[config.mk]
export PLATFORM = sky130hd
export DESIGN_NAME = mcard_host_ctrl
export DESIGN_NICKNAME = d
export VERILOG_FILES = /design/src/rtl/mcard_pkg.sv /design/src/rtl/mcard_lane_map.sv /design/src/rtl/mcard_busy_sync.sv /design/src/rtl/mcard_seq.sv /design/src/rtl/mcard_host_ctrl.sv
export SDC_FILE = /design/constraint.sdc
export NUM_CORES = 1
export LEC_CHECK = 0
export CORE_UTILIZATION = 45
export CTS_BUF_LIST = sky130_fd_sc_hd__clkbuf_16
export CTS_CLUSTER_DIAMETER = 120
export DETAILED_ROUTE_END_ITERATION = 7
export PLACE_DENSITY = 0.79
export SKIP_CTS_REPAIR_TIMING = 1
export SYNTH_ARGS = -nofsm -noshare
export SYNTH_HDL_FRONTEND = slang
export SYNTH_SLANG_ARGS = --single-unit
export TNS_END_PERCENT = 5
[constraint.sdc]
create_clock -name clk -period 2 [get_ports clk]
set_input_delay 0.4 -clock clk [delete_from_list [all_inputs] [get_ports clk]]
set_output_delay 0.4 -clock clk [all_outputs]
set_load 0.05 [all_outputs]
[src/rtl/mcard_pkg.sv]
package mcard_pkg;

   typedef enum logic [2:0] {
      ST_RST_PULSE,
      ST_RST_WAIT,
      ST_IDLE,
      ST_ADDR,
      ST_SETUP,
      ST_STROBE,
      ST_HOLD
   } seq_state_t;

   // Active-high lane selection {high, low} for a given address bit 0 and byte flag.
   function automatic logic [1:0] lanes_for(input logic a0, input logic byte_mode);
      if (!byte_mode)
         return 2'b11;
      else if (a0)
         return 2'b10;
      else
         return 2'b01;
   endfunction

   function automatic int max_of(input int a, input int b);
      return (a > b) ? a : b;
   endfunction

endpackage

[src/rtl/mcard_lane_map.sv]
module mcard_lane_map
   import mcard_pkg::*;
(
   input  logic       a0,
   input  logic       byte_mode,
   input  logic       active,
   output logic [1:0] lane_en,
   output logic       cel_n,
   output logic       ceh_n
);

   always_comb begin
      lane_en = lanes_for(a0, byte_mode);
      cel_n   = !(active && lane_en[0]);
      ceh_n   = !(active && lane_en[1]);
   end

   // a byte access selects exactly one lane
   always_comb begin
      if (active && byte_mode)
         a_r2_byte_single_lane: assert ($countones({cel_n, ceh_n}) == 1);
   end

endmodule

[src/rtl/mcard_busy_sync.sv]
module mcard_busy_sync #(
   parameter int STAGES = 2
) (
   input  logic clk,
   input  logic rst_n,
   input  logic busy_n_in,
   output logic ready_o
);

   generate
      if (STAGES == 0) begin : g_direct
         logic unused_clk_rst;
         assign unused_clk_rst = clk ^ rst_n;
         assign ready_o = busy_n_in;
      end else begin : g_sync
         logic [STAGES-1:0] sr;
         always_ff @(posedge clk or negedge rst_n) begin
            if (!rst_n) begin
               sr <= '0;
            end else begin
               sr[0] <= busy_n_in;
               for (int i = 1; i < STAGES; i++)
                  sr[i] <= sr[i-1];
            end
         end
         assign ready_o = sr[STAGES-1];
      end
   endgenerate

endmodule

[src/rtl/mcard_seq.sv]
module mcard_seq
   import mcard_pkg::*;
#(
   parameter int SETUP_CYC     = 2,
   parameter int PULSE_CYC     = 3,
   parameter int HOLD_CYC      = 1,
   parameter int RST_PULSE_CYC = 10,
   parameter int RST_RECOV_CYC = 2000
) (
   input  logic       clk,
   input  logic       rst_n,
   input  logic       start,
   input  logic       reset_req,
   output seq_state_t state,
   output logic       strobe_last,
   output logic       hold_last
);

   localparam int MAX_CYC = max_of(max_of(max_of(SETUP_CYC, PULSE_CYC), HOLD_CYC),
                                   max_of(RST_PULSE_CYC, RST_RECOV_CYC));
   localparam int CNT_W   = $clog2(MAX_CYC + 1);

   localparam logic [CNT_W-1:0] L_SETUP = CNT_W'(SETUP_CYC - 1);
   localparam logic [CNT_W-1:0] L_PULSE = CNT_W'(PULSE_CYC - 1);
   localparam logic [CNT_W-1:0] L_HOLD  = CNT_W'(HOLD_CYC - 1);
   localparam logic [CNT_W-1:0] L_RSTP  = CNT_W'(RST_PULSE_CYC - 1);
   localparam logic [CNT_W-1:0] L_RECOV = CNT_W'(RST_RECOV_CYC - 1);

   logic [CNT_W-1:0] cnt;
   logic             cnt_zero;

   assign cnt_zero    = (cnt == '0);
   assign strobe_last = (state == ST_STROBE) && cnt_zero;
   assign hold_last   = (state == ST_HOLD) && cnt_zero;

   always_ff @(posedge clk or negedge rst_n) begin
      if (!rst_n) begin
         state <= ST_RST_PULSE;
         cnt   <= L_RSTP;
      end else begin
         case (state)
            ST_RST_PULSE: begin
               if (cnt_zero) begin
                  state <= ST_RST_WAIT;
                  cnt   <= L_RECOV;
               end else begin
                  cnt <= cnt - 1'b1;
               end
            end
            ST_RST_WAIT: begin
               if (cnt_zero) state <= ST_IDLE;
               else          cnt   <= cnt - 1'b1;
            end
            ST_IDLE: begin
               if (reset_req) begin
                  state <= ST_RST_PULSE;
                  cnt   <= L_RSTP;
               end else if (start) begin
                  state <= ST_ADDR;
               end
            end
            ST_ADDR: begin
               state <= ST_SETUP;
               cnt   <= L_SETUP;
            end
            ST_SETUP: begin
               if (cnt_zero) begin
                  state <= ST_STROBE;
                  cnt   <= L_PULSE;
               end else begin
                  cnt <= cnt - 1'b1;
               end
            end
            ST_STROBE: begin
               if (cnt_zero) begin
                  state <= ST_HOLD;
                  cnt   <= L_HOLD;
               end else begin
                  cnt <= cnt - 1'b1;
               end
            end
            ST_HOLD: begin
               if (cnt_zero) state <= ST_IDLE;
               else          cnt   <= cnt - 1'b1;
            end
            default: begin
               state <= ST_RST_PULSE;
               cnt   <= L_RSTP;
            end
         endcase
      end
   end

   // recovery is only ever entered from the reset pulse
   a_r9_recover_after_pulse: assert property (@(posedge clk) disable iff (!rst_n)
      (state == ST_RST_WAIT && $past(state) != ST_RST_WAIT) |-> $past(state) == ST_RST_PULSE);

   // a strobe phase is always followed by the hold phase
   a_r5_strobe_to_hold: assert property (@(posedge clk) disable iff (!rst_n)
      (state == ST_STROBE) |=> (state == ST_STROBE || state == ST_HOLD));

   // setup is only reached through the address-only cycle
   a_r5_addr_before_setup: assert property (@(posedge clk) disable iff (!rst_n)
      $rose(state == ST_SETUP) |-> $past(state) == ST_ADDR);

endmodule

[src/rtl/mcard_host_ctrl.sv]
module mcard_host_ctrl
   import mcard_pkg::*;
#(
   parameter int HADDR_W       = 26,
   parameter int LANE_W        = 8,
   parameter int SETUP_CYC     = 2,
   parameter int PULSE_CYC     = 3,
   parameter int HOLD_CYC      = 1,
   parameter int RST_PULSE_CYC = 10,
   parameter int RST_RECOV_CYC = 2000,
   parameter int BUSY_SYNC     = 2
) (
   input  logic                 clk,
   input  logic                 rst_n,
   input  logic                 req_valid,
   output logic                 req_ready,
   input  logic [HADDR_W-1:0]   req_addr,
   input  logic                 req_byte,
   input  logic                 req_write,
   input  logic [2*LANE_W-1:0]  req_wdata,
   output logic                 rsp_valid,
   output logic                 rsp_err,
   output logic [2*LANE_W-1:0]  rsp_rdata,
   input  logic                 card_reset_req,
   output logic [HADDR_W-2:0]   card_addr,
   output logic                 card_cel_n,
   output logic                 card_ceh_n,
   output logic                 card_oe_n,
   output logic                 card_we_n,
   output logic [2*LANE_W-1:0]  card_d_o,
   output logic [1:0]           card_d_oe,
   input  logic [2*LANE_W-1:0]  card_d_i,
   input  logic                 card_busy_n,
   input  logic                 card_wp,
   output logic                 card_rst_n
);

   localparam int CADDR_W = HADDR_W - 1;
   localparam int DATA_W  = 2 * LANE_W;
   localparam int N_LANES = 2;

   generate
      if (HADDR_W < 2)       begin : g_bad_aw  $error("HADDR_W must be at least 2"); end
      if (LANE_W < 1)        begin : g_bad_lw  $error("LANE_W must be positive"); end
      if (SETUP_CYC < 1)     begin : g_bad_su  $error("SETUP_CYC must be at least 1"); end
      if (PULSE_CYC < 1)     begin : g_bad_pw  $error("PULSE_CYC must be at least 1"); end
      if (HOLD_CYC < 1)      begin : g_bad_ho  $error("HOLD_CYC must be at least 1"); end
      if (RST_PULSE_CYC < 1) begin : g_bad_rp  $error("RST_PULSE_CYC must be at least 1"); end
      if (RST_RECOV_CYC < 1) begin : g_bad_rr  $error("RST_RECOV_CYC must be at least 1"); end
      if (BUSY_SYNC < 0)     begin : g_bad_bs  $error("BUSY_SYNC must not be negative"); end
   endgenerate

   seq_state_t          state;
   logic                strobe_last;
   logic                hold_last;
   logic                busy_ok;
   logic                idle;
   logic                accept;
   logic                wp_hit;
   logic                start;
   logic                active;
   logic [1:0]          lane_en;

   logic [CADDR_W-1:0]  addr_q;
   logic                a0_q;
   logic                byte_q;
   logic                wr_q;
   logic [DATA_W-1:0]   wdata_q;
   logic [DATA_W-1:0]   rd_word;
   logic [N_LANES-1:0]  drive;

   mcard_busy_sync #(.STAGES(BUSY_SYNC)) busy_sync_i (
      .clk       (clk),
      .rst_n     (rst_n),
      .busy_n_in (card_busy_n),
      .ready_o   (busy_ok)
   );

   assign idle      = (state == ST_IDLE);
   assign req_ready = idle && !card_reset_req && (!req_write || card_wp || busy_ok);
   assign accept    = req_valid && req_ready;
   assign wp_hit    = accept && req_write && card_wp;
   assign start     = accept && !wp_hit;

   mcard_seq #(
      .SETUP_CYC     (SETUP_CYC),
      .PULSE_CYC     (PULSE_CYC),
      .HOLD_CYC      (HOLD_CYC),
      .RST_PULSE_CYC (RST_PULSE_CYC),
      .RST_RECOV_CYC (RST_RECOV_CYC)
   ) seq_i (
      .clk         (clk),
      .rst_n       (rst_n),
      .start       (start),
      .reset_req   (card_reset_req),
      .state       (state),
      .strobe_last (strobe_last),
      .hold_last   (hold_last)
   );

   assign active = (state == ST_SETUP) || (state == ST_STROBE) || (state == ST_HOLD);

   mcard_lane_map lane_map_i (
      .a0        (a0_q),
      .byte_mode (byte_q),
      .active    (active),
      .lane_en   (lane_en),
      .cel_n     (card_cel_n),
      .ceh_n     (card_ceh_n)
   );

   // Request capture: host bit 0 steers lanes only, never the card address.
   always_ff @(posedge clk or negedge rst_n) begin
      if (!rst_n) begin
         addr_q  <= '0;
         a0_q    <= 1'b0;
         byte_q  <= 1'b0;
         wr_q    <= 1'b0;
         wdata_q <= '0;
      end else if (start) begin
         addr_q  <= req_addr[HADDR_W-1:1];
         a0_q    <= req_addr[0];
         byte_q  <= req_byte;
         wr_q    <= req_write;
         wdata_q <= req_wdata;
      end
   end

   // Per-lane data steering, same lane in both directions.
   generate
      for (genvar g = 0; g < N_LANES; g++) begin : g_lane
         assign drive[g] = active && wr_q && lane_en[g];
         assign card_d_oe[g] = drive[g];
         assign card_d_o[g*LANE_W +: LANE_W] = drive[g] ? wdata_q[g*LANE_W +: LANE_W] : '0;
         assign rd_word[g*LANE_W +: LANE_W]  = lane_en[g] ? card_d_i[g*LANE_W +: LANE_W] : '0;
      end
   endgenerate

   assign card_addr  = addr_q;
   assign card_oe_n  = !((state == ST_STROBE) && !wr_q);
   assign card_we_n  = !((state == ST_STROBE) && wr_q);
   assign card_rst_n = (state != ST_RST_PULSE);

   // Response path
   always_ff @(posedge clk or negedge rst_n) begin
      if (!rst_n) begin
         rsp_valid <= 1'b0;
         rsp_err   <= 1'b0;
         rsp_rdata <= '0;
      end else begin
         rsp_valid <= hold_last || wp_hit;
         rsp_err   <= wp_hit;
         if (start || wp_hit)
            rsp_rdata <= '0;
         else if (strobe_last && !wr_q)
            rsp_rdata <= rd_word;
      end
   end

   // strobes are mutually exclusive
   a_r6_strobe_exclusive: assert property (@(posedge clk) disable iff (!rst_n)
      !(!card_oe_n && !card_we_n));

   // a strobe is only issued while some lane is enabled
   a_r6_strobe_needs_enable: assert property (@(posedge clk) disable iff (!rst_n)
      (!card_oe_n || !card_we_n) |-> (!card_cel_n || !card_ceh_n));

   // deselected card means released data bus
   a_r7_standby_released: assert property (@(posedge clk) disable iff (!rst_n)
      (card_cel_n && card_ceh_n) |-> (card_d_oe == 2'b00));

   // address does not move while the card is selected
   a_r1_addr_stable: assert property (@(posedge clk) disable iff (!rst_n)
      (!card_cel_n || !card_ceh_n) |-> $stable(card_addr));

   // a lane is only driven while that lane is enabled
   a_r3_drive_low_lane: assert property (@(posedge clk) disable iff (!rst_n)
      card_d_oe[0] |-> !card_cel_n);
   a_r3_drive_high_lane: assert property (@(posedge clk) disable iff (!rst_n)
      card_d_oe[1] |-> !card_ceh_n);

   // a refused write answers with an error and no write strobe
   a_r10_wp_refusal: assert property (@(posedge clk) disable iff (!rst_n)
      wp_hit |=> (rsp_valid && rsp_err && card_we_n && card_cel_n && card_ceh_n));

endmodule

Word-level counts from Yosys, hierarchy flattened
Index checks and enable logic that the tools add are counted.

Logic and storage cells: 83. Output and inout port bits: 67. Memories: 0. Register bits after elaboration: 78. Bits in read-only memories: 0. Input port bits: 66. Latch bits: 0. RAM bits: 0.

Divide/modulo/power cells: 0. $add $sub $neg: 1. Bitwise logic cells: 0. Eq/ne operators: 13. Reductions and logical operators: 37. Mux-type cells: 21. Multiply operators: 0. Shift operators: 0. Magnitude comparators: 0.

Operators by type and width (number): one-hot mux 11 bit (6 select lines) (1); 2-to-1 mux 11 bit (5); 2-to-1 mux 16 bit (2); 2-to-1 mux 8 bit (4); 2-to-1 mux 3 bit (6); one-hot mux 3 bit (6 select lines) (1); logical AND 1 bit (16); logical NOT 11 bit (1); subtractor 11 x 1 -> 11 bit (second input constant) (1); equality test 3 bit (second input constant) (3); logical NOT 1 bit (8); != test 2 x 1 -> 1 bit (second input constant) (4); equality test 3 x 2 -> 1 bit (second input constant) (2); logical OR 1 bit (6); AND reduction 5 bit (1); 2-to-1 mux 2 bit (2); != test 2 bit (second input constant) (2); equality test 3 x 1 -> 1 bit (second input constant) (1); logical NOT 3 bit (1); != test 3 x 2 -> 1 bit (second input constant) (1); nonzero test 3 bit (1); AND reduction 2 bit (1); nonzero test 2 bit (1); OR reduction 2 bit (1).

Longest topological paths before layout
Gate-level depths: netlist (run 1).

Word-level depth: 12. Gate-level depth with buffers: 8. Depth with buffers taken out: 7.

By module
Synthesis (run 1) repeated with hierarchy kept, for this count alone.

Cell total of the unflattened synthesis: 328. Area, all modules: 3697.3 um^2.

Modules (own cells, without submodules): mcard_host_ctrl (seq. area each 1551.5 um^2, area each 2600.0 um^2, times used 1, cells each 207); mcard_seq (seq. area each 352.8 um^2, area each 1017.2 um^2, times used 1, cells each 115); mcard_busy_sync (seq. area each 50.0 um^2, area each 50.0 um^2, times used 1, cells each 2); mcard_lane_map (seq. area each 0.0 um^2, area each 30.0 um^2, times used 1, cells each 4).

Least setup slack after synthesis (run 1)
No wires, ideal clock.

Path type: flip-flop to output port. Start: reg seq_i.state[0]. End: out card_d_o[0]. Data required time: 1600 ps. Arrival: 2331 ps. Path buffers: 1. Stages on the path, launching flop included: 6. Path slack: -731 ps. Cell sequence: dfrtp_1 -> clkbuf_1 -> nand2_1 -> nand3_1 -> a21oi_1 -> and2_1.

Word-level cells in the longest chain between the ends: 6. Elaborated cells on any way between the ends: 8. Those cells by class: eq/ne: 3; mux: 1; reduce/logical: 4.

Ends and longest elaborated chain: from (decl) (line mcard_seq.sv:14) `output seq_state_t state,`; from (signal assigned) (line mcard_seq.sv:38) `state <= ST_RST_PULSE;`; from (signal assigned) (line mcard_seq.sv:44) `state <= ST_RST_WAIT;`; from (signal assigned) (line mcard_seq.sv:51) `if (cnt_zero) state <= ST_IDLE;`; equality test 3 bit (line mcard_host_ctrl.sv:101) `assign active = (state == ST_SETUP) || (state == ST_STROBE) || (state == ST_HOLD);`; logical OR 1 bit (line mcard_host_ctrl.sv:101); logical OR 1 bit (*) (line mcard_host_ctrl.sv:101); logical AND 1 bit (*) (2 in a row) (line mcard_host_ctrl.sv:132) `assign drive[g] = active && wr_q && lane_en[g];`; net card_d_oe[0] (line mcard_host_ctrl.sv:31) `output logic [1:0] card_d_oe,`; 2-to-1 mux 8 bit (*) (line mcard_host_ctrl.sv:134) `assign card_d_o[g*LANE_W +: LANE_W] = drive[g] ? wdata_q[g*LANE_W +: LANE_W] : '0;`; to (decl) (line mcard_host_ctrl.sv:30) `output logic [2*LANE_W-1:0] card_d_o,`.

Mark *: on every way through the listed nets, which the timed path passes. The rest lies on a longest branch.

Worst setup path in the final report (run 1)
Start: reg seq_i.state[0]. End: out req_ready.

Word-level cells in the longest chain between the ends: 3.

Ends and longest elaborated chain: equality test 3 x 2 -> 1 bit (line mcard_host_ctrl.sv:79) `assign idle = (state == ST_IDLE);`; logical AND 1 bit (2 in a row) (line mcard_host_ctrl.sv:80) `assign req_ready = idle && !card_reset_req && (!req_write || card_wp || busy_ok);`; to (decl) (line mcard_host_ctrl.sv:16) `output logic req_ready,`.

Every way passes these cells.

==> results.md, run 1 <==
* Routed wire length on met2 at 4972 um
* Layout area overhead at 67.59%
* Max Clock Skew at 0.01147 ns
* Area of the die at between 8000 and 9000 um2
* Ratio of cells with drive above 1 in the final layout at around 28%
* Wire length of the first global-routing pass at approximately 16000 um
* Failing checks: negative setup slack
* TritonCTS clock tree: yes
* Insertion delay of the later-clocked pin in the worst-skew pair at roughly 0.33 ns
* Total power divided by cell area at about 1100 nW/um2
* Initial antenna violation count at 0
* Share of power burned in the clock network at between 20 and 30%
* Synthesized flop and latch total at 78
* Number of port buffers at between 100 and 150
* Sink Count at approximately 80
* Met3 wire length at between 600 and 700 um
* Number of global-route vias before repair at 3128
* Total of warnings raised by yosys at 0
* Count of flip-flops with a built-in enable after synthesis at 0
* Net switching fraction of the power at approximately 37%
* Logic gate share of total power at roughly two fifths
* Launching element type of the critical path: register
* Unrepaired setup endpoints after global routing: yes
* Nets in the synthesized netlist at 385
* Worst hold margin at 0.05143 ns
* Seq pwr share at 33.4%
* Worst-path fanout max at 7
* Final hold vios at 0
* Count of mapped cells out of synthesis at approximately 320
* Total vias in the final route at between 3000 and 4000
* Worst rel slew slack at between 60 and 70%
* Register area share after synthesis at 53.18%
* Clock Root Buffer: sky130_fd_sc_hd__clkbuf_16
* Most area-hungry cell type in the Yosys netlist: sky130_fd_sc_hd__dfrtp_1
* Leakage power at about 2.8 nW
* Core occupancy in the finished layout at between 70% and 80%
* Required @ worst endpoint at about 1.6 ns
* Total of endpoints with negative setup slack in the final report at 3
* Number of iterations in the first detailed-routing pass at 4
* Final Max Tran Viols at 0
* Core area at slightly below 8000 um2
* Width of the chip at 92.37 um
* Area of the mapped netlist at ~3700 um2
* Main area contributors after synthesis: sky130_fd_sc_hd__dfrtp_1 (52%), sky130_fd_sc_hd__mux2_1 (12%), sky130_fd_sc_hd__and2_1 (2.9%)
* Remaining design rule violation count at 0
* Grt total ovfl at 0
* Number of antenna-violating nets in the routed design at 0
* N_diodes at 0
* Fill count at 475
* Clock transition at the registers of the reported paths at 0.07 ns
* Per-instance average area after synthesis at between 10 and 15 um2
* Total Power at roughly 6.7 mW
* CTS H-Tree Depth at 3
* Total Nets Final at 555
* Maximum achievable frequency at between 400 and 500 MHz
* Height of the die at approximately 92 um
* Synth async-reset ratio at 100.0%
* Longest Clk Path Bufs at 2
* All-layer global routing usage at between 20% and 30%
* Start-to-end type of the worst setup path: register to output pin
* Standard-cell rows at 32
* Pin slew with the least headroom to its limit at just under 0.6 ns
* Sequential standard cell area at roughly 2000 um2
* Final Instance Count excl. Fillers at ~590
* Highest metal layer with signal wires: met4
* Maximum number of pins on one net before global-route repair at 42
* Area of combinational cells with multiple inputs at 1722 um2
* Area fraction of the dominant cell type after synthesis at around half
* Time the final worst path needs with I/O delays and setup at about 2.0 ns
* Maximum VDD drop at between 600 and 700 uV
* Net switching component of the power at about 2.5 mW
* Post-DP HPWL at 7010 um
* Arrival time worst endpoint at approximately 1.6 ns
* Cell-internal power at 4.233 mW
* Placer Congestion at approximately 0.87
* Share of the clock period used by the worst path after layout at 101.8%
* Initial Utilization at between 40% and 50%
* Category of the worst setup path capture point: output pin
* Reported max-cap violation count at 0
* Via count normalized by instance count at 5.335
* Met1 routed wirelength after detailed routing at approximately 4000 um
* Pre-CTS setup slack at -0.2707 ns
* Wire per inst at between 15 and 20 um
* Worst min path class: primary input to async pin
* Number of buffers created by CTS at 9
* Yosys cell types at 54
* Ports placed on the boundary at 133
* Number of placed instances, taps included at between 500 and 600
* 1st-iter DRT viols at between 100 and 150
* Final setup slack of the worst path at -0.03567 ns
* Total routed wirelength at 9824 um
* Flop-to-flop setup slack at approximately 0.050 ns
* Commonest register cell after synthesis: sky130_fd_sc_hd__dfrtp_1
* Outcome: finished, violations left
[layout by cell type (no fill, tap or decap), types with 6 or more instances in the layout]
cell,synthesis,layout
sky130_fd_sc_hd__clkdlybuf4s50_1,0,106
sky130_fd_sc_hd__dfrtp_1,76,72
sky130_fd_sc_hd__mux2_1,40,40
sky130_fd_sc_hd__buf_4,0,31
sky130_fd_sc_hd__buf_12,0,29
sky130_fd_sc_hd__inv_1,22,20
sky130_fd_sc_hd__nand3_1,20,19
sky130_fd_sc_hd__o21ai_1,19,19
sky130_fd_sc_hd__and2_4,0,14
sky130_fd_sc_hd__a21oi_1,13,10
sky130_fd_sc_hd__nand2_1,11,9
sky130_fd_sc_hd__clkbuf_16,0,9
sky130_fd_sc_hd__nor2_1,10,8
sky130_fd_sc_hd__nor2b_1,7,6
[logic make-up after synthesis]
kind of cell,Yosys count,share of synthesized area [%]
adder cells (fa/ha/maj),2,0.6809
AND/OR/NAND/NOR,96,16.62
flip-flops,78,53.18
multiplexers,43,13.18
buffers and inverters,34,4.358
AO/OA/AOI/OAI,64,11.99
[through the flow]
step | cell area [um2] | TNS, ns
3_5_place_dp | 5650 | -14.01
3_3_place_gp | 5650 | -11.43
5_1_grt | 6158 | -2.495
6_report | 6158 | -0.06633
4_1_cts | 5997 | -2.809
2_1_floorplan | 3731 | -0.2108
[path summary, 6_finish.rpt]
| check | from | to | cells past startpoint |
|---|---|---|---|
| worst min-delay path | rst_n | wdata_q[0] | 1 |
| min in group clk | busy_sync_i.g_sync.sr[0] | busy_sync_i.g_sync.sr[1] | 0 |
| worst max-delay path | seq_i.state[0] | req_ready | 3 |
| worst min register to register | busy_sync_i.g_sync.sr[0] | busy_sync_i.g_sync.sr[1] | 0 |
| max in group asynchronous | rst_n | card_addr[21] | 2 |
| worst max register to register | seq_i.cnt[7] | seq_i.cnt[5] | 4 |
[state kept, by name, summed over array words and instances (netlist names)]
signal	count
busy_sync_i.g_sync.sr	2
a0_q	1
wdata_q	16
seq_i.state	3
rsp_valid	1
byte_q	1
seq_i.cnt	11
rsp_rdata	16
rsp_err	1
card_addr	25
wr_q	1
[cell usage after synthesis (3+ instances only)]
library cell / n
sky130_fd_sc_hd__nor3_1: 4
sky130_fd_sc_hd__mux2_1: 40
sky130_fd_sc_hd__a21oi_1: 13
sky130_fd_sc_hd__a22o_1: 3
sky130_fd_sc_hd__a31oi_1: 3
sky130_fd_sc_hd__nand2b_1: 4
sky130_fd_sc_hd__mux2_2: 3
sky130_fd_sc_hd__nor2_1: 10
sky130_fd_sc_hd__nor2b_1: 7
sky130_fd_sc_hd__o21ai_0: 3
sky130_fd_sc_hd__dfrtp_1: 76
sky130_fd_sc_hd__o31ai_1: 3
sky130_fd_sc_hd__nand2_1: 11
sky130_fd_sc_hd__inv_1: 22
sky130_fd_sc_hd__buf_2: 8
sky130_fd_sc_hd__and2_1: 17
sky130_fd_sc_hd__nand3_1: 20
sky130_fd_sc_hd__buf_6: 3
sky130_fd_sc_hd__o21ai_1: 19
sky130_fd_sc_hd__o22a_1: 4
[routing by layer]
| layer | vias to the layer above | GRT usage (%) |
|---|---|---|
| li1 | 1480 | - |
| met1 | 1562 | 30.16 |
| met2 | 115 | 38.52 |
| met3 | 12 | 6.076 |
| met4 | 0 | 8.594 |
| met5 | - | 0 |
[cell type report]
| cell class | instances | share of cell area [%] |
|---|---|---|
| Multi-Input combinational cell | 206 | 27.96 |
| Sequential cell | 78 | 31.82 |
| Tap cell | 102 | 2.072 |
| Clock buffer | 9 | 3.657 |
| Timing Repair Buffer | 170 | 31.19 |
| Clock inverter | 7 | 1.971 |
| Inverter | 22 | 1.341 |
[critical path: stages, from the launching register on]
cell and delay, ns:
sky130_fd_sc_hd__dfrtp_2 0.46, sky130_fd_sc_hd__or4b_4 0.59, sky130_fd_sc_hd__nor2_4 0.12, sky130_fd_sc_hd__buf_12 0.14
[power by group through the flow]
| stage | Sequential, mW | Combinational [mW] | Clock [mW] |
|---|---|---|---|
| floorplan | 2.67 | 0.978 | 0 |
| global placement | 2.18 | 2.36 | 0 |
| detailed placement | 2.21 | 2.43 | 0 |
| CTS | 2.19 | 2.45 | 1.92 |
| global route | 2.27 | 2.72 | 1.99 |
| finish | 2.23 | 2.57 | 1.89 |
No activity file was read; power rests on OpenSTA's default activity.
==> inputs of run 2 (changes only) <==
--- a/config.mk
+++ b/config.mk
@@ -10,7 +10,6 @@
 export CTS_CLUSTER_DIAMETER = 120
 export DETAILED_ROUTE_END_ITERATION = 7
 export PLACE_DENSITY = 0.79
-export SKIP_CTS_REPAIR_TIMING = 1
 export SYNTH_ARGS = -nofsm -noshare
 export SYNTH_HDL_FRONTEND = slang
 export SYNTH_SLANG_ARGS = --single-unit
==> results.md, run 2 (synthesis results as in run 1) <==
* Worst R2R End: seq_i.cnt[0]
* Cell-internal power at 4.232 mW (about the same)
* Longest Clk Path Bufs at 2 (unchanged)
* Total of endpoints with negative setup slack in the final report at 9 (+6)
* Layout area overhead at 67.08%
* TritonCTS clock tree: yes
* Outcome: finished, violations left
* Number of buffers created by CTS at 9 (unchanged)
* Placer Congestion at 0.8650 (unchanged)
* Launching element type of the critical path: register
* Width of the chip at 92.37 um (unchanged)
* Arrival time worst endpoint at 1.63 ns (about the same)
* Core area at 7807 um2 (unchanged)
* Wire per inst at 16.77 um (+1.4%)
* Highest-count cells in the layout ignoring fill and taps: sky130_fd_sc_hd__clkdlybuf4s50_1 (106), sky130_fd_sc_hd__dfrtp_1 (74), sky130_fd_sc_hd__mux2_1 (40)
* Unrepaired setup endpoints after global routing: yes
* Share of power burned in the clock network at 28.3% (about the same)
* Worst rel slew slack at 61.35% (+0.57 points)
* Reported max-cap violation count at 0 (unchanged)
* Flop-to-flop setup slack at 0.05 ns (about the same)
* Required @ worst endpoint at 1.60 ns (about the same)
* FF-to-FF path depth at 5 (+1)
* Initial Utilization at 47.07% (unchanged)
* Maximum VDD drop at 603.9 uV (+0.28%)
* All-layer global routing usage at 24.47% (+0.91 points)
* Insertion delay of the later-clocked pin in the worst-skew pair at 0.33 ns (about the same)
* Share of the clock period used by the worst path after layout at 101.4% (-0.37 points)
* Most common cell after layout, fill and taps aside: sky130_fd_sc_hd__clkdlybuf4s50_1
* Number of global-route vias before repair at 3194 (+2.1%)
* Clock transition at the registers of the reported paths at 0.07 ns (about the same)
* Maximum achievable frequency at 493.1 MHz (+0.37%)
* Total Power at 6.694 mW (+0.11%)
* Ratio of cells with drive above 1 in the final layout at 26.73% (-0.91 points)
* Final hold vios at 0 (unchanged)
* # hold bufs at CTS at 0
* Remaining design rule violation count at 0 (unchanged)
* Max Clock Skew at 0.01177 ns (+0.0002959 ns)
* CTS H-Tree Depth at 3 (unchanged)
* Via count normalized by instance count at 5.314 (-0.39%)
* Worst hold margin at 0.05531 ns (+0.003886 ns)
* Total routed wirelength at 9925 um (+1.0%)
* Start-to-end type of the worst setup path: register to output pin
* Number of iterations in the first detailed-routing pass at 4 (unchanged)
* Clock Root Buffer: sky130_fd_sc_hd__clkbuf_16
* Fill count at 476 (+0.21%)
* Total vias in the final route at 3146 (-0.73%)
* Initial antenna violation count at 0 (unchanged)
* 1st-iter DRT viols at 212 (+93%)
* Wire length of the first global-routing pass at 16160 um (+3.5%)
* Ports placed on the boundary at 133 (unchanged)
* Total power divided by cell area at 1090 nW/um2 (+0.42%)
* Standard-cell rows at 32 (unchanged)
* Number of antenna-violating nets in the routed design at 0 (unchanged)
* Net switching fraction of the power at 36.77% (+0.080 points)
* Number of flip-flops under the largest register name at 25 (unchanged)
* Grt total ovfl at 0 (unchanged)
* Net switching component of the power at 2.462 mW (+0.33%)
* Pin slew with the least headroom to its limit at 0.5737 ns (-0.008499 ns)
* Post-DP HPWL at 7010 um (unchanged)
* Logic gate share of total power at 38.6% (+0.2 points)
* Maximum number of pins on one net before global-route repair at 42 (unchanged)
* Seq pwr share at 33.2% (-0.2 points)
* Worst min path class: primary input to async pin
* Final setup slack of the worst path at -0.02818 ns (+0.007486 ns)
* Core occupancy in the finished layout at 78.64% (-0.24 points)
* Category of the worst setup path capture point: output pin
* Time the final worst path needs with I/O delays and setup at 2.028 ns (-0.007486 ns)
* Final Max Tran Viols at 0 (unchanged)
* Failing checks: negative setup slack
* Startpoint of the most critical register-to-register path: seq_i.cnt[6]
* N_diodes at 0 (unchanged)
* Number of port buffers at 132 (unchanged)
* Area of the die at 8531 um2 (unchanged)
* Worst-path fanout max at 6 (-1)
* Leakage power at 2.752 nW (-0.50%)
* Height of the die at 92.37 um (unchanged)
* Total Nets Final at 553 (-0.36%)
* Sink Count at 78 (unchanged)
==> run 2: cell types whose count changed in the layout (fill, tap and decap cells not counted), moves of 2 or more <==
cell	change
sky130_fd_sc_hd__and2_4	-6
sky130_fd_sc_hd__dfrtp_1	+2
sky130_fd_sc_hd__a21oi_2	-2
sky130_fd_sc_hd__and2_2	+6
sky130_fd_sc_hd__buf_4	-4
sky130_fd_sc_hd__dfrtp_2	-2
==> run 2: critical path: stages, from the launching register on <==
cell and delay, ns:
sky130_fd_sc_hd__dfrtp_2 0.46, sky130_fd_sc_hd__or4b_4 0.58, sky130_fd_sc_hd__nor2_4 0.12, sky130_fd_sc_hd__buf_12 0.14
==> run 2: worst max-delay path by stage <==
stage,from,endpoint,slack (ns)
2_1_floorplan,seq_i.state[0],card_d_o[0],-0.04
5_1_grt,seq_i.state[0],req_ready,-0.08
3_3_place_gp,card_reset_req,card_addr[11],-0.20
4_1_cts,seq_i.state[0],req_ready,-0.009
6_report,seq_i.state[0],req_ready,-0.03
3_5_place_dp,card_reset_req,rsp_rdata[8],-0.27
==> run 2: timing repair <==
action                     CTS  global route
setup endpoints to repair   28            50
cloned                       1             0
setup buffers                4             0
gates resized for setup     10            13
pin swaps                    5            12
==> run 2: power by group through the flow <==
stage / sequential, mW / clock, mW / combinational, mW
after detailed placement: 2.21 / 0 / 2.43
final: 2.22 / 1.89 / 2.58
after global routing: 2.26 / 1.99 / 2.73
after floorplan: 2.67 / 0 / 0.978
after CTS: 2.20 / 1.92 / 2.50
after global placement: 2.18 / 0 / 2.36
==> run 2: final cells by class <==
| type | instances | area (um2) | area share (%) |
|---|---|---|---|
| clock inverters | 7 | 121.4 | 1.977 |
| inverters | 22 | 82.58 | 1.345 |
| flip-flops and latches | 78 | 1957 | 31.87 |
| repair buffers | 168 | 1918 | 31.24 |
| clock buffers | 9 | 225.2 | 3.668 |
| well taps | 102 | 127.6 | 2.079 |
| multi-input cells | 206 | 1708 | 27.82 |
==> run 2: metrics by stage <==
| stage | TNS, ns | setup slack (ns) | area [um2] | std cells |
|---|---|---|---|---|
| global placement | -11.43 | -0.1970 | 5650 | 571 |
| floorplan | -0.2108 | -0.03654 | 3731 | 317 |
| CTS | -0.01281 | -0.009331 | 6091 | 592 |
| detailed placement | -14.01 | -0.2707 | 5650 | 571 |
| finish | -0.08521 | -0.02818 | 6140 | 592 |
| global route | -1.301 | -0.08090 | 6140 | 592 |
==> run 2: routing by layer <==
metal	share of wire [%]	up-vias	GRT usage [%]
li1	-	1469	-
met1	41	1541	31.24
met4	2.2	0	9.115
met5	0	-	0
met2	50	116	40.00
met3	6.7	20	6.322
==> inputs of run 3 (changes only) <==
--- a/config.mk
+++ b/config.mk
@@ -5,7 +5,9 @@
 export SDC_FILE = /design/constraint.sdc
 export NUM_CORES = 1
 export LEC_CHECK = 0
-export CORE_UTILIZATION = 45
+export CELL_PAD_IN_SITES_DETAIL_PLACEMENT = 1
+export CELL_PAD_IN_SITES_GLOBAL_PLACEMENT = 2
+export CORE_UTILIZATION = 28
 export CTS_BUF_LIST = sky130_fd_sc_hd__clkbuf_16
 export CTS_CLUSTER_DIAMETER = 120
 export DETAILED_ROUTE_END_ITERATION = 7
==> results.md, run 3 (synthesis results as in run 1) <==
* Ports placed on the boundary at 133 (unchanged)
* Category of the worst setup path capture point: output pin
* Time the final worst path needs with I/O delays and setup at 2.038 ns (+0.009608 ns)
* Maximum VDD drop at 655.1 uV (+8.5%)
* Final Max Tran Viols at 0 (unchanged)
* Pre-CTS setup slack at -0.3392 ns (-0.06852 ns)
* Final hold vios at 0 (unchanged)
* Worst min path class: primary input to async pin
* Post-DP HPWL at 8333 um (+19%)
* Number of port buffers at 132 (unchanged)
* Total routed wirelength at 11680 um (+18%)
* Number of iterations in the first detailed-routing pass at 4 (unchanged)
* Height of the die at 116.6 um (+26%)
* Unrepaired setup endpoints after global routing: yes
* Placer Congestion at 0.7679 (-11%)
* Outcome: finished, violations left
* Most common cell after layout, fill and taps aside: sky130_fd_sc_hd__clkdlybuf4s50_1
* Failing checks: negative setup slack
* Launching element type of the critical path: register
* Via count normalized by instance count at 4.786 (-9.9%)
* Longest Clk Path Bufs at 2 (unchanged)
* Start-to-end type of the worst setup path: register to output pin
* Startpoint of the most critical register-to-register path: seq_i.state[2]
* Pin slew with the least headroom to its limit at 0.5915 ns (+0.01776 ns)
* Total Nets Final at 570 (+3.1%)
* Clock Root Buffer: sky130_fd_sc_hd__clkbuf_16
* Worst-path fanout max at 3 (-3)
* Standard-cell rows at 41 (+28%)
* Required @ worst endpoint at 1.60 ns (about the same)
* Wire per inst at 17.19 um (+2.6%)
* Wire length of the first global-routing pass at 18980 um (+17%)
* Max Clock Skew at 0.006611 ns (-0.005158 ns)
* Total vias in the final route at 3250 (+3.3%)
* Total power divided by cell area at 1041 nW/um2 (-4.5%)
* Number of antenna-violating nets in the routed design at 0 (unchanged)
* Number of flip-flops under the largest register name at 25 (unchanged)
* Clock transition at the registers of the reported paths at 0.06 ns (about the same)
* Sink Count at 78 (unchanged)
* Summed negative setup slack over all endpoints at -0.03779 ns (+0.04741 ns)
* N_diodes at 0 (unchanged)
* Grt total ovfl at 0 (unchanged)
* Area of the die at 13590 um2 (+59%)
* 1st-iter DRT viols at 81 (-62%)
* Ratio of cells with drive above 1 in the final layout at 29.59% (+2.9 points)
* Leakage power at 2.793 nW (+1.5%)
* Core occupancy in the finished layout at 49.47% (-29 points)
* Remaining design rule violation count at 0 (unchanged)
* TritonCTS clock tree: yes
* Maximum number of pins on one net before global-route repair at 43 (+2.4%)
* Worst rel slew slack at 60.15% (-1.2 points)
* Arrival time worst endpoint at 1.64 ns (about the same)
* Launching instance or port of the critical path: seq_i.state[2]
* Final setup slack of the worst path at -0.03779 ns (-0.009608 ns)
* Core area at 12720 um2 (+63%)
* Reported max-cap violation count at 0 (unchanged)
* Maximum achievable frequency at 490.7 MHz (-0.47%)
* Number of buffers created by CTS at 9 (unchanged)
* Initial Utilization at 28.88% (-18 points)
* Number of global-route vias before repair at 3627 (+14%)
* Fill count at 1382 (+190%)
* Width of the chip at 116.6 um (+26%)
* Share of the clock period used by the worst path after layout at 101.9% (+0.48 points)
* All-layer global routing usage at 18.69% (-5.8 points)
* Highest-count cells in the layout ignoring fill and taps: sky130_fd_sc_hd__clkdlybuf4s50_1 (106), sky130_fd_sc_hd__dfrtp_1 (72), sky130_fd_sc_hd__buf_4 (46)
* Layout area overhead at 71.26%
* CTS H-Tree Depth at 3 (unchanged)
* Insertion delay of the later-clocked pin in the worst-skew pair at 0.35 ns (+0.02 ns)
* Initial antenna violation count at 0 (unchanged)
* Total of endpoints with negative setup slack in the final report at 1 (-8)
-- run 3: changes by cell type in the layout (fill, tap and decap cells not counted), sizes merged --
cell	change
nor2	-1
clkinv	+2
bufinv	-2
a21oi	+1
buf	+17
-- run 3: metrics by stage --
stage          area (um2)  hold slack [ns]  total power [mW]  instances
2_1_floorplan        3731           0.1044             3.650        317
3_3_place_gp         5751           0.3359             4.658        646
3_5_place_dp         5751           0.3385             4.746        646
4_1_cts              6246          0.02442             6.581        678
5_1_grt              6294          0.05082             6.898        679
6_report             6294          0.02383             6.551        679
-- run 3: timing repair --
action                     CTS  global route
pin swaps                    7            23
buffers inserted            15             1
resized for setup           24            15
gates cloned                 1             0
setup endpoints to repair   37            92
hold buffers                 0             0
-- run 3: path summary, 6_finish.rpt --
path | endpoint | slack, ns | cells after the start
max | req_ready | -0.04 | 3
min | wdata_q[5] | 0.02 | 1
max reg2reg | rsp_rdata[11] | 0.02 | 7
min reg2reg | busy_sync_i.g_sync.sr[1] | 0.35 | 0
max in group asynchronous | seq_i.state[1] | 1.33 | 2
min in group clk | busy_sync_i.g_sync.sr[1] | 0.35 | 0
-- run 3: area by class of cell --
type,count,area [um2],area share (%)
Clock inverter,7,66.31,1.054
Clock buffer,9,225.2,3.579
Timing Repair Buffer,185,2012,31.97
Multi-Input combinational cell,206,1733,27.53
Tap cell,172,215.2,3.419
Sequential cell,78,1959,31.13
Inverter,22,82.58,1.312
-- run 3: critical path: stages (launching register included) --
cell,delay (ns)
sky130_fd_sc_hd__dfrtp_1,0.41
sky130_fd_sc_hd__or4b_4,0.59
sky130_fd_sc_hd__nor2_4,0.14
sky130_fd_sc_hd__buf_12,0.15
-- run 3: report_power, final --
group	switching, mW	internal [mW]
Combinational	1.55	1.18
Clock	0.672	0.957
Sequential	0.285	1.91
Total	2.50	4.05
-- run 3: routing by layer --
layer	routed length, um	up-vias	GRT usage, %
li1	-	1497	-
met1	4672	1656	21.58
met2	6049	89	32.03
met3	851	8	7.836
met4	101	0	4.557
met5	0	-	0
